===== src/rtl/mac48_pkg.sv =====
package mac48_pkg;

  localparam int unsigned SHW = 5;

  typedef enum logic [1:0] {
    OP_MAC   = 2'd0,
    OP_CLEAR = 2'd1,
    OP_LOAD  = 2'd2,
    OP_HOLD  = 2'd3
  } mac_op_e;

  typedef enum logic [1:0] {
    RD_TRUNC  = 2'd0,
    RD_SAT    = 2'd1,
    RD_ROUND  = 2'd2,
    RD_TRUNC3 = 2'd3
  } rd_mode_e;

  typedef struct packed {
    logic           vld;
    mac_op_e        op;
    logic           sgn;
    rd_mode_e       mode;
    logic [SHW-1:0] sh;
  } mac_ctl_t;

endpackage


===== src/rtl/mac48_mul.sv =====
module mac48_mul
  import mac48_pkg::*;
#(
  parameter int unsigned OPW  = 32,
  parameter int unsigned ACCW = 48
) (
  input  logic            clk,
  input  logic            rst_n,
  input  mac_ctl_t        ctl_i,
  input  logic [OPW-1:0]  a_i,
  input  logic [OPW-1:0]  b_i,
  output mac_ctl_t        ctl_o,
  output logic [ACCW-1:0] prod_o,
  output logic [ACCW-1:0] lda_o
);
  localparam int unsigned XW = ACCW - OPW;
  localparam int unsigned NST = 3;

  mac_ctl_t        ctl_q [NST];
  logic [ACCW-1:0] ax_q, bx_q;
  logic [ACCW-1:0] prod2_q, lda2_q, prod3_q, lda3_q;

  // control travels beside the data through the three arithmetic stages
  always_ff @(posedge clk or negedge rst_n) begin
    if (!rst_n) begin
      for (int i = 0; i < NST; i++) ctl_q[i] <= '0;
    end else begin
      ctl_q[0] <= ctl_i;
      for (int i = 1; i < NST; i++) ctl_q[i] <= ctl_q[i-1];
    end
  end

  always_ff @(posedge clk or negedge rst_n) begin
    if (!rst_n) begin
      ax_q    <= '0;
      bx_q    <= '0;
      prod2_q <= '0;
      lda2_q  <= '0;
      prod3_q <= '0;
      lda3_q  <= '0;
    end else begin
      // stage 1: widen operands by the operation's signedness
      ax_q    <= {{XW{ctl_i.sgn & a_i[OPW-1]}}, a_i};
      bx_q    <= {{XW{ctl_i.sgn & b_i[OPW-1]}}, b_i};
      // stage 2: multiply at accumulator width (low bits are exact)
      prod2_q <= ax_q * bx_q;
      lda2_q  <= ax_q;
      // stage 3: product register
      prod3_q <= prod2_q;
      lda3_q  <= lda2_q;
    end
  end

  assign ctl_o  = ctl_q[NST-1];
  assign prod_o = prod3_q;
  assign lda_o  = lda3_q;

endmodule


===== src/rtl/mac48_acc.sv =====
module mac48_acc
  import mac48_pkg::*;
#(
  parameter int unsigned ACCW = 48
) (
  input  logic            clk,
  input  logic            rst_n,
  input  mac_ctl_t        ctl_i,
  input  logic [ACCW-1:0] prod_i,
  input  logic [ACCW-1:0] lda_i,
  output mac_ctl_t        ctl_o,
  output logic [ACCW-1:0] acc_o
);
  mac_ctl_t        ctl_q;
  logic [ACCW-1:0] acc_q;

  always_ff @(posedge clk or negedge rst_n) begin
    if (!rst_n) begin
      ctl_q <= '0;
      acc_q <= '0;
    end else begin
      ctl_q <= ctl_i;
      if (ctl_i.vld) begin
        unique case (ctl_i.op)
          OP_MAC:   acc_q <= acc_q + prod_i;
          OP_CLEAR: acc_q <= prod_i;
          OP_LOAD:  acc_q <= lda_i;
          default:  acc_q <= acc_q;
        endcase
      end
    end
  end

  assign ctl_o = ctl_q;
  assign acc_o = acc_q;

endmodule


===== src/rtl/mac48_rdo.sv =====
module mac48_rdo
  import mac48_pkg::*;
#(
  parameter int unsigned OPW  = 32,
  parameter int unsigned ACCW = 48
) (
  input  logic            clk,
  input  logic            rst_n,
  input  mac_ctl_t        ctl_i,
  input  logic [ACCW-1:0] acc_i,
  output logic            vld_o,
  output logic [OPW-1:0]  res_o
);
  localparam int unsigned W = ACCW + 2;

  logic [W-1:0]   base, half, sum, shd, v;
  logic           fits_s, fits_u;
  logic [OPW-1:0] sat_s, sat_u, res_d;

  always_comb begin
    base = {{2{ctl_i.sgn & acc_i[ACCW-1]}}, acc_i};
    half = '0;
    if (ctl_i.sh != '0) half = W'(1) << (ctl_i.sh - SHW'(1));
    sum  = base + half;
    shd  = W'($signed(sum) >>> ctl_i.sh);
    v    = (ctl_i.mode == RD_ROUND) ? shd : base;

    fits_s = (&v[W-1:OPW-1]) | ~(|v[W-1:OPW-1]);
    sat_s  = fits_s ? v[OPW-1:0]
                    : (v[W-1] ? {1'b1, {(OPW-1){1'b0}}} : {1'b0, {(OPW-1){1'b1}}});
    fits_u = ~(|v[W-1:OPW]);
    sat_u  = fits_u ? v[OPW-1:0] : '1;

    if (ctl_i.mode == RD_TRUNC || ctl_i.mode == RD_TRUNC3) res_d = acc_i[OPW-1:0];
    else if (ctl_i.sgn)                                    res_d = sat_s;
    else                                                   res_d = sat_u;
  end

  always_ff @(posedge clk or negedge rst_n) begin
    if (!rst_n) begin
      vld_o <= 1'b0;
      res_o <= '0;
    end else begin
      vld_o <= ctl_i.vld;
      res_o <= res_d;
    end
  end

endmodule


===== src/rtl/mac48_unit.sv =====
module mac48_unit
  import mac48_pkg::*;
#(
  parameter int unsigned OPW  = 32,
  parameter int unsigned ACCW = 48
) (
  input  logic             clk,
  input  logic             rst_n,
  input  logic             in_valid,
  input  logic [1:0]       in_op,
  input  logic             in_signed,
  input  logic [1:0]       rd_mode,
  input  logic [SHW-1:0]   rd_shift,
  input  logic [OPW-1:0]   in_a,
  input  logic [OPW-1:0]   in_b,
  output logic             out_valid,
  output logic [OPW-1:0]   out_data
);
  mac_ctl_t        in_ctl, s3_ctl, s4_ctl;
  logic [ACCW-1:0] s3_prod, s3_lda, acc_val;

  assign in_ctl = '{vld: in_valid, op: mac_op_e'(in_op), sgn: in_signed,
                    mode: rd_mode_e'(rd_mode), sh: rd_shift};

  mac48_mul #(.OPW(OPW), .ACCW(ACCW)) u_mul (
    .clk(clk), .rst_n(rst_n), .ctl_i(in_ctl), .a_i(in_a), .b_i(in_b),
    .ctl_o(s3_ctl), .prod_o(s3_prod), .lda_o(s3_lda)
  );

  mac48_acc #(.ACCW(ACCW)) u_acc (
    .clk(clk), .rst_n(rst_n), .ctl_i(s3_ctl), .prod_i(s3_prod), .lda_i(s3_lda),
    .ctl_o(s4_ctl), .acc_o(acc_val)
  );

  mac48_rdo #(.OPW(OPW), .ACCW(ACCW)) u_rdo (
    .clk(clk), .rst_n(rst_n), .ctl_i(s4_ctl), .acc_i(acc_val),
    .vld_o(out_valid), .res_o(out_data)
  );

endmodule


===== config.mk =====
export PLATFORM = sky130hd
export DESIGN_NAME = mac48_unit
export DESIGN_NICKNAME = d
export VERILOG_FILES = /design/src/rtl/mac48_pkg.sv /design/src/rtl/mac48_mul.sv /design/src/rtl/mac48_acc.sv /design/src/rtl/mac48_rdo.sv /design/src/rtl/mac48_unit.sv
export SDC_FILE = /design/constraint.sdc
export NUM_CORES = 2
export LEC_CHECK = 0
export BUFFER_PORTS_ARGS = -buffer_cell sky130_fd_sc_hd__buf_2
export CAP_MARGIN = 5
export CORE_MARGIN = 5
export CORE_UTILIZATION = 45
export CTS_BUF_LIST = sky130_fd_sc_hd__clkbuf_8
export DETAILED_ROUTE_END_ITERATION = 8
export GPL_TIMING_DRIVEN = 0
export PLACE_DENSITY = 0.63
export REMOVE_ABC_BUFFERS = 1
export SKIP_CTS_REPAIR_TIMING = 1
export SLEW_MARGIN = 25
export SYNTH_ARGS = -nofsm -noshare
export SYNTH_HDL_FRONTEND = slang
export SYNTH_SLANG_ARGS = --single-unit

===== constraint.sdc =====
create_clock -name clk -period 11.65 [get_ports clk]
set_input_delay 2.33 -clock clk [delete_from_list [all_inputs] [get_ports clk]]
set_output_delay 2.33 -clock clk [all_outputs]
set_load 0.01 [all_outputs]

* Word level (Yosys, flattened, before mapping)
Index checks and enable logic that the tools add are counted.
W data, S select, Z words.
** Operators by class
- Add/subtract/negate cells :: 3
- $mul :: 1
- Equality and inequality tests :: 4
- Shift operators :: 2
- Multiplexer cells :: 8
- Bitwise gates (word level) :: 5
- Reduce and logical (&&, ||, !) cells :: 9
** Operators with widths (count)
- $mux W32 :: 5
- $pmux W48 S3 :: 1
- $mux W50 :: 2
- $add A50 B50 Y50 :: 1
- $shl A1 B5 Y50 const A :: 1
- $sshr A50 B5 Y50 :: 1
- $add A48 B48 Y48 :: 1
- $mul A33 B33 Y48 :: 1
- $reduce_and A19 Y1 :: 1
- $reduce_or A19 Y1 :: 1
- $reduce_or A18 Y1 :: 1
- $eq A2 B2 Y1 const B :: 3
- $reduce_bool A5 Y1 :: 1
- $sub A5 B1 Y5 const B :: 1
- $logic_not A2 Y1 :: 2
- $and A1 B1 Y1 :: 3
- $reduce_bool A3 Y1 :: 1
- $eq A2 B1 Y1 const B :: 1
- $reduce_and A2 Y1 :: 1
- $logic_or A1 B1 Y1 :: 1
- $not A1 Y1 :: 1
- $or A1 B1 Y1 :: 1
** Word-level totals
- Register bits after elaboration :: 351
- Output and inout bits :: 33

* Longest topological paths before layout
- Depth in word-level cells :: 12
- Mapped depth :: 33

* Modules after synthesis
A second synthesis with hierarchy kept.
** Unflattened totals
- Cell total of the unflattened synthesis :: 5539
- Area total of the unflattened synthesis :: 51375.5 um^2
** By module, submodules not included
- mac48_mul :: instances 1, cells each 3630, area each 36867.9 um^2, sequential area each 6531.3 um^2
- mac48_rdo :: instances 1, cells each 1278, area each 9082.5 um^2, sequential area each 825.8 um^2
- mac48_acc :: instances 1, cells each 631, area each 5425.2 um^2, sequential area each 1476.4 um^2

* Worst setup path after synthesis
Ideal clock, no wire load.
- Path type :: register to register
- Start :: register u_mul.bx_q[0]
- End :: register u_mul.prod2_q[47]
- Arrival :: 7.673 ns
- Data required time :: 11.526 ns
- Setup slack :: 3.853 ns
- Cell stages (with the launch flop) :: 31
- Cell sequence :: dfrtp_1 > clkbuf_1 > and2_1 > fa_1 > inv_1 > fa_1 > inv_1 > fa_1 > inv_1 > fa_1 > fa_1 > fa_1 > inv_1 > fa_1 > inv_1 > fa_1 > inv_1 > ha_1 > a21o_1 > a21o_1 > or3_1 > a31o_2 > and3_1 > nor2_1 > a2111o_1 > a41oi_1 > a211o_1 > a41oi_1 > o21ai_0 > a21oi_1 > xnor2_1
** On the way
- Longest elaborated chain between the ends :: 1
** RTL lines
- start, declared :: line mac48_mul.sv:20 : logic [ACCW-1:0] ax_q, bx_q;
- start signal, assigned :: line mac48_mul.sv:44 : bx_q <= {{XW{ctl_i.sgn & b_i[OPW-1]}}, b_i};
- $mul A33 B33 Y48 :: line mac48_mul.sv:46 : prod2_q <= ax_q * bx_q;
- end signal, assigned :: line mac48_mul.sv:46
- end, declared :: line mac48_mul.sv:21 : logic [ACCW-1:0] prod2_q, lda2_q, prod3_q, lda3_q;
Every way passes these cells.
A chain may end at the register's enable or synchronous reset.

* Final worst setup path
- Start :: register u_mul.bx_q[0]
- End :: register u_mul.prod2_q[46]
Same word-level chain as after synthesis.

==> results.py <==
metrics = {
    "synth": {
        "synth.distinct_cells": 92,
        "synth_fa_ha_area_share_pct": 41.6,
        "synth_seq_cells": 351,
        "synth_top_flop_cell": "dfrtp_1",
        "synth-simple-area-share_pct": 15.4,
        "yosys.area.top_type_share_pct": 34.9,
        "muxShareOfSynthArea_pct": 1.98,
        "synth-xor-area-share_pct": 3.00,
        "synth_compound_area_share_pct": 10.7,
        "synth_area_leader_cell": "fa_1",
        "synth_edf_count": 0,
        "synthCells": 5324,
        "synth_area_per_cell_um2": 9.26,
        "syn_area_um2": 49300,
        "yosysWarnings": 0,
        "synth_top_family_by_area": "adder cells",
        "yosysSeqAreaShare_pct": 17.8,
        "async_flop_share_pct": 100,
        "synth_area_leaders": "fa_1 35%, dfrtp_1 18%, inv_1 7.1%",
    },
    "cells_and_area": {
        "fillers": 10200,
        "regArea_um2": 8860,
        "fin_util_pct": 48.8,
        "area_growth_pct": 7.85,
        "nets": 6449,
        "multiInputGateArea_um2": 35900,
        "fin_area_um2": 53200,
        "layout-drive-gt1-share_pct": 7.43,
    },
    "flow_run": {
        "cap_violations": 0,
    },
    "sta": {
        "slew_viol_final": 0,
        "period_needed_ns": 9.20,
        "tns_ns": 0,
        "finalWorstSetupSlack_ns": 2.45,
        "rsz0062_at_grt": "no",
        "min_period_over_period_pct": 79.0,
        "fmax_ghz": 0.109,
        "fin_skew_ns": 0.0431,
        "relSlewSlack_pct": 24.0,
        "finalHoldViolCount": 0,
        "tightestPinTransition_ns": 1.14,
        "setup_viol": 0,
    },
    "setup_path": {
        "cp_data_required_time_ns": 12.23,
        "crit_path_start_kind": "flip-flop",
        "worst-path-max-fanout": 33,
        "slowest_delay_ns": 0.70,
        "crit_path_end_kind": "flip-flop",
        "worstPathArrival_ns": 9.78,
        "worst-path-buf-inv": 6,
        "crit_family": "adder cells",
        "cpMostUsedCell": "fa_1",
        "worstSetupPathType": "flip-flop to flip-flop",
        "crit_path_top_delay_cell": "dfrtp_2",
    },
    "placement": {
        "place_congestion": 0.954,
        "place_area_um2": 51600,
        "portBuffers": 109,
        "place_ws_ns": 2.53,
        "place_hpwl_mm": 111,
    },
    "detailed_routing": {
        "vias_per_cell": 5.59,
        "via_count": 37600,
        "detail_route.wl_per_cell_um": 21.6,
        "drc": 0,
        "dr.pass1.iters": 6,
        "initialDrtViolationCount": 2649,
        "drt_wl_total_mm": 145,
        "ant_nets": 0,
    },
    "floorplanning": {
        "die_area_um2": 116000,
        "start_util_pct": 45.3,
        "row_count": 121,
        "core_area_um2": 109000,
        "ios": 110,
        "die_h_um": 341,
        "die_w_um": 341,
    },
    "global_route": {
        "grt_pass1_wl_mm": 230,
        "grt_max_degree": 99,
        "gr-total-overflow": 0,
        "grt_util_all_layers_pct": 25.5,
        "antenna_found_initial": 11,
        "grt_pass1_vias": 40400,
    },
    "clock_tree": {
        "cts_htree_levels": 3,
        "cts.sinks": 351,
        "root_buffer": "clkbuf_8",
        "cts.clk_slew.worst_paths_ns": 0.08,
        "cts_tree": "yes",
        "numCtsBuffers": 67,
        "clock_path_buffers": 3,
        "clock_latency_ns": 0.71,
    },
    "min_path": {
        "hold_class": "flip-flop to flip-flop",
    },
    "run_status": {
        "status": "finished, final reports clean",
    },
}
## worst reg2reg max path, delay by kind of cell (launching register included)
family,cells,cell delay (ns)
and+or+nand+nor,6,1.24
xor gates and xnor gates,1,0.36
adders and majority gates,9,4.17
DFF,1,0.70
AOI/OAI and AO/OA,8,2.34
buffers and inverters,6,0.29
## cell type report
type                            instances  share of cell area, %
Multi-Input combinational cell       3737                   67.4
Sequential cell                       351                   16.7
Inverter                              938                   6.62
Tap cell                             1414                   3.33
Timing Repair Buffer                  155                   2.99
Clock buffer                           81                   2.10
Clock inverter                         41                  0.831
Antenna cell                            8                 0.0376
## sequential cells by signal, summed over array words and instances (netlist names)
signal         flops
u_mul.lda2_q      33
u_mul.ctl_q       22
u_acc.acc_o       48
u_mul.ax_q        33
u_acc.ctl_o        9
u_mul.prod2_q     48
u_mul.ctl_o       11
u_mul.prod_o      48
u_mul.lda_o       33
u_rdo.vld_o        1
u_rdo.res_o       32
u_mul.bx_q        33
## final timing paths
kind | from | to | slack (ns) | cells past startpoint
max in group asynchronous | rst_n | u_mul.ax_q[10]$_DFF_PN0_ | 8.77 | 3
min in group asynchronous | rst_n | u_mul.ctl_q[14]$_DFF_PN0_ | 1.56 | 1
hold / removal | u_mul.lda2_q[18]$_DFF_PN0_ | u_mul.lda_o[18]$_DFF_PN0_ | 0.31 | 0
hold reg to reg | u_mul.lda2_q[18]$_DFF_PN0_ | u_mul.lda_o[18]$_DFF_PN0_ | 0.31 | 0
setup / recovery | u_mul.bx_q[0]$_DFF_PN0_ | u_mul.prod2_q[46]$_DFF_PN0_ | 2.45 | 30
setup reg to reg | u_mul.bx_q[0]$_DFF_PN0_ | u_mul.prod2_q[46]$_DFF_PN0_ | 2.45 | 30
## cells by family after synthesis
| kind of cell | Yosys count |
|---|---|
| AO/OA/AOI/OAI | 779 |
| XOR/XNOR | 168 |
| adder cells (fa/ha/maj) | 1122 |
| buffers and inverters | 1236 |
| flip-flops | 351 |
| multiplexers | 94 |
| other | 1 |
| AND/OR/NAND/NOR | 1573 |
## cell usage after synthesis, types with 6 or more instances
cell / number
inv_1: 936
fa_1: 859
nand2_1: 684
and2_1: 440
dfrtp_1: 351
ha_1: 263
clkbuf_1: 251
a21oi_1: 194
nor2_1: 186
o21ai_0: 137
xnor2_1: 117
a21o_1: 74
mux2i_1: 73
a211oi_1: 55
nand3_1: 50
xor2_1: 50
o211ai_1: 39
nor3_1: 37
buf_2: 36
nand4_1: 36
a31oi_1: 30
nand2b_1: 29
nor2b_1: 28
o21a_1: 28
a221oi_1: 27
and3_1: 20
mux2_2: 20
o22ai_1: 20
o21bai_1: 18
o31ai_1: 16
or3_1: 14
or2_2: 13
and4_1: 12
a211o_1: 9
a22oi_1: 9
nor4_1: 9
o221a_1: 9
a21boi_0: 8
a311oi_1: 8
buf_1: 8
a221o_1: 7
o21ai_1: 7
o211a_1: 6
## cell usage in the layout, fill, tap and decap left out, types with 11 or more instances in the layout
master      n
a211oi_1   55
o31ai_1    16
fa_1      859
nand3_1    50
buf_16     15
buf_2     108
nand2b_1   28
o22ai_1    20
o21bai_1   17
mux2i_1    73
and2_1    440
o21ai_0   137
xnor2_1   117
nand4_1    36
a21o_1     74
a31oi_1    30
clkbuf_8   81
nor2b_1    27
nor3_1     37
buf_12     31
and4_1     12
dfrtp_2    63
or2_2      13
o211ai_1   39
ha_1      261
nand2_1   684
clkinv_2   11
or3_1      14
dfrtp_1   288
and3_1     20
a21oi_1   194
mux2_2     20
a221oi_1   27
inv_1     948
nor2_1    186
o21a_1     28
xor2_1     50
## metrics by stage
stage / hold slack, ns / std cells
floorplan: 0.331 / 5026
global placement: 0.331 / 6549
detailed placement: 0.335 / 6595
CTS: 0.312 / 6717
global route: 0.324 / 6719
finish: 0.309 / 6725
## per-layer routing
layer  vias to the layer above  track usage [%]  wire length (µm)
li1                      16600                -                 -
met1                     19100             32.2             58200
met2                      1448             42.3             69000
met3                       476             5.12             10500
met4                         6             11.5              7580
met5                         -                0                46
Power is not shown: default switching activity piles up to over one toggle a cycle in this logic, so the estimate is an artifact.
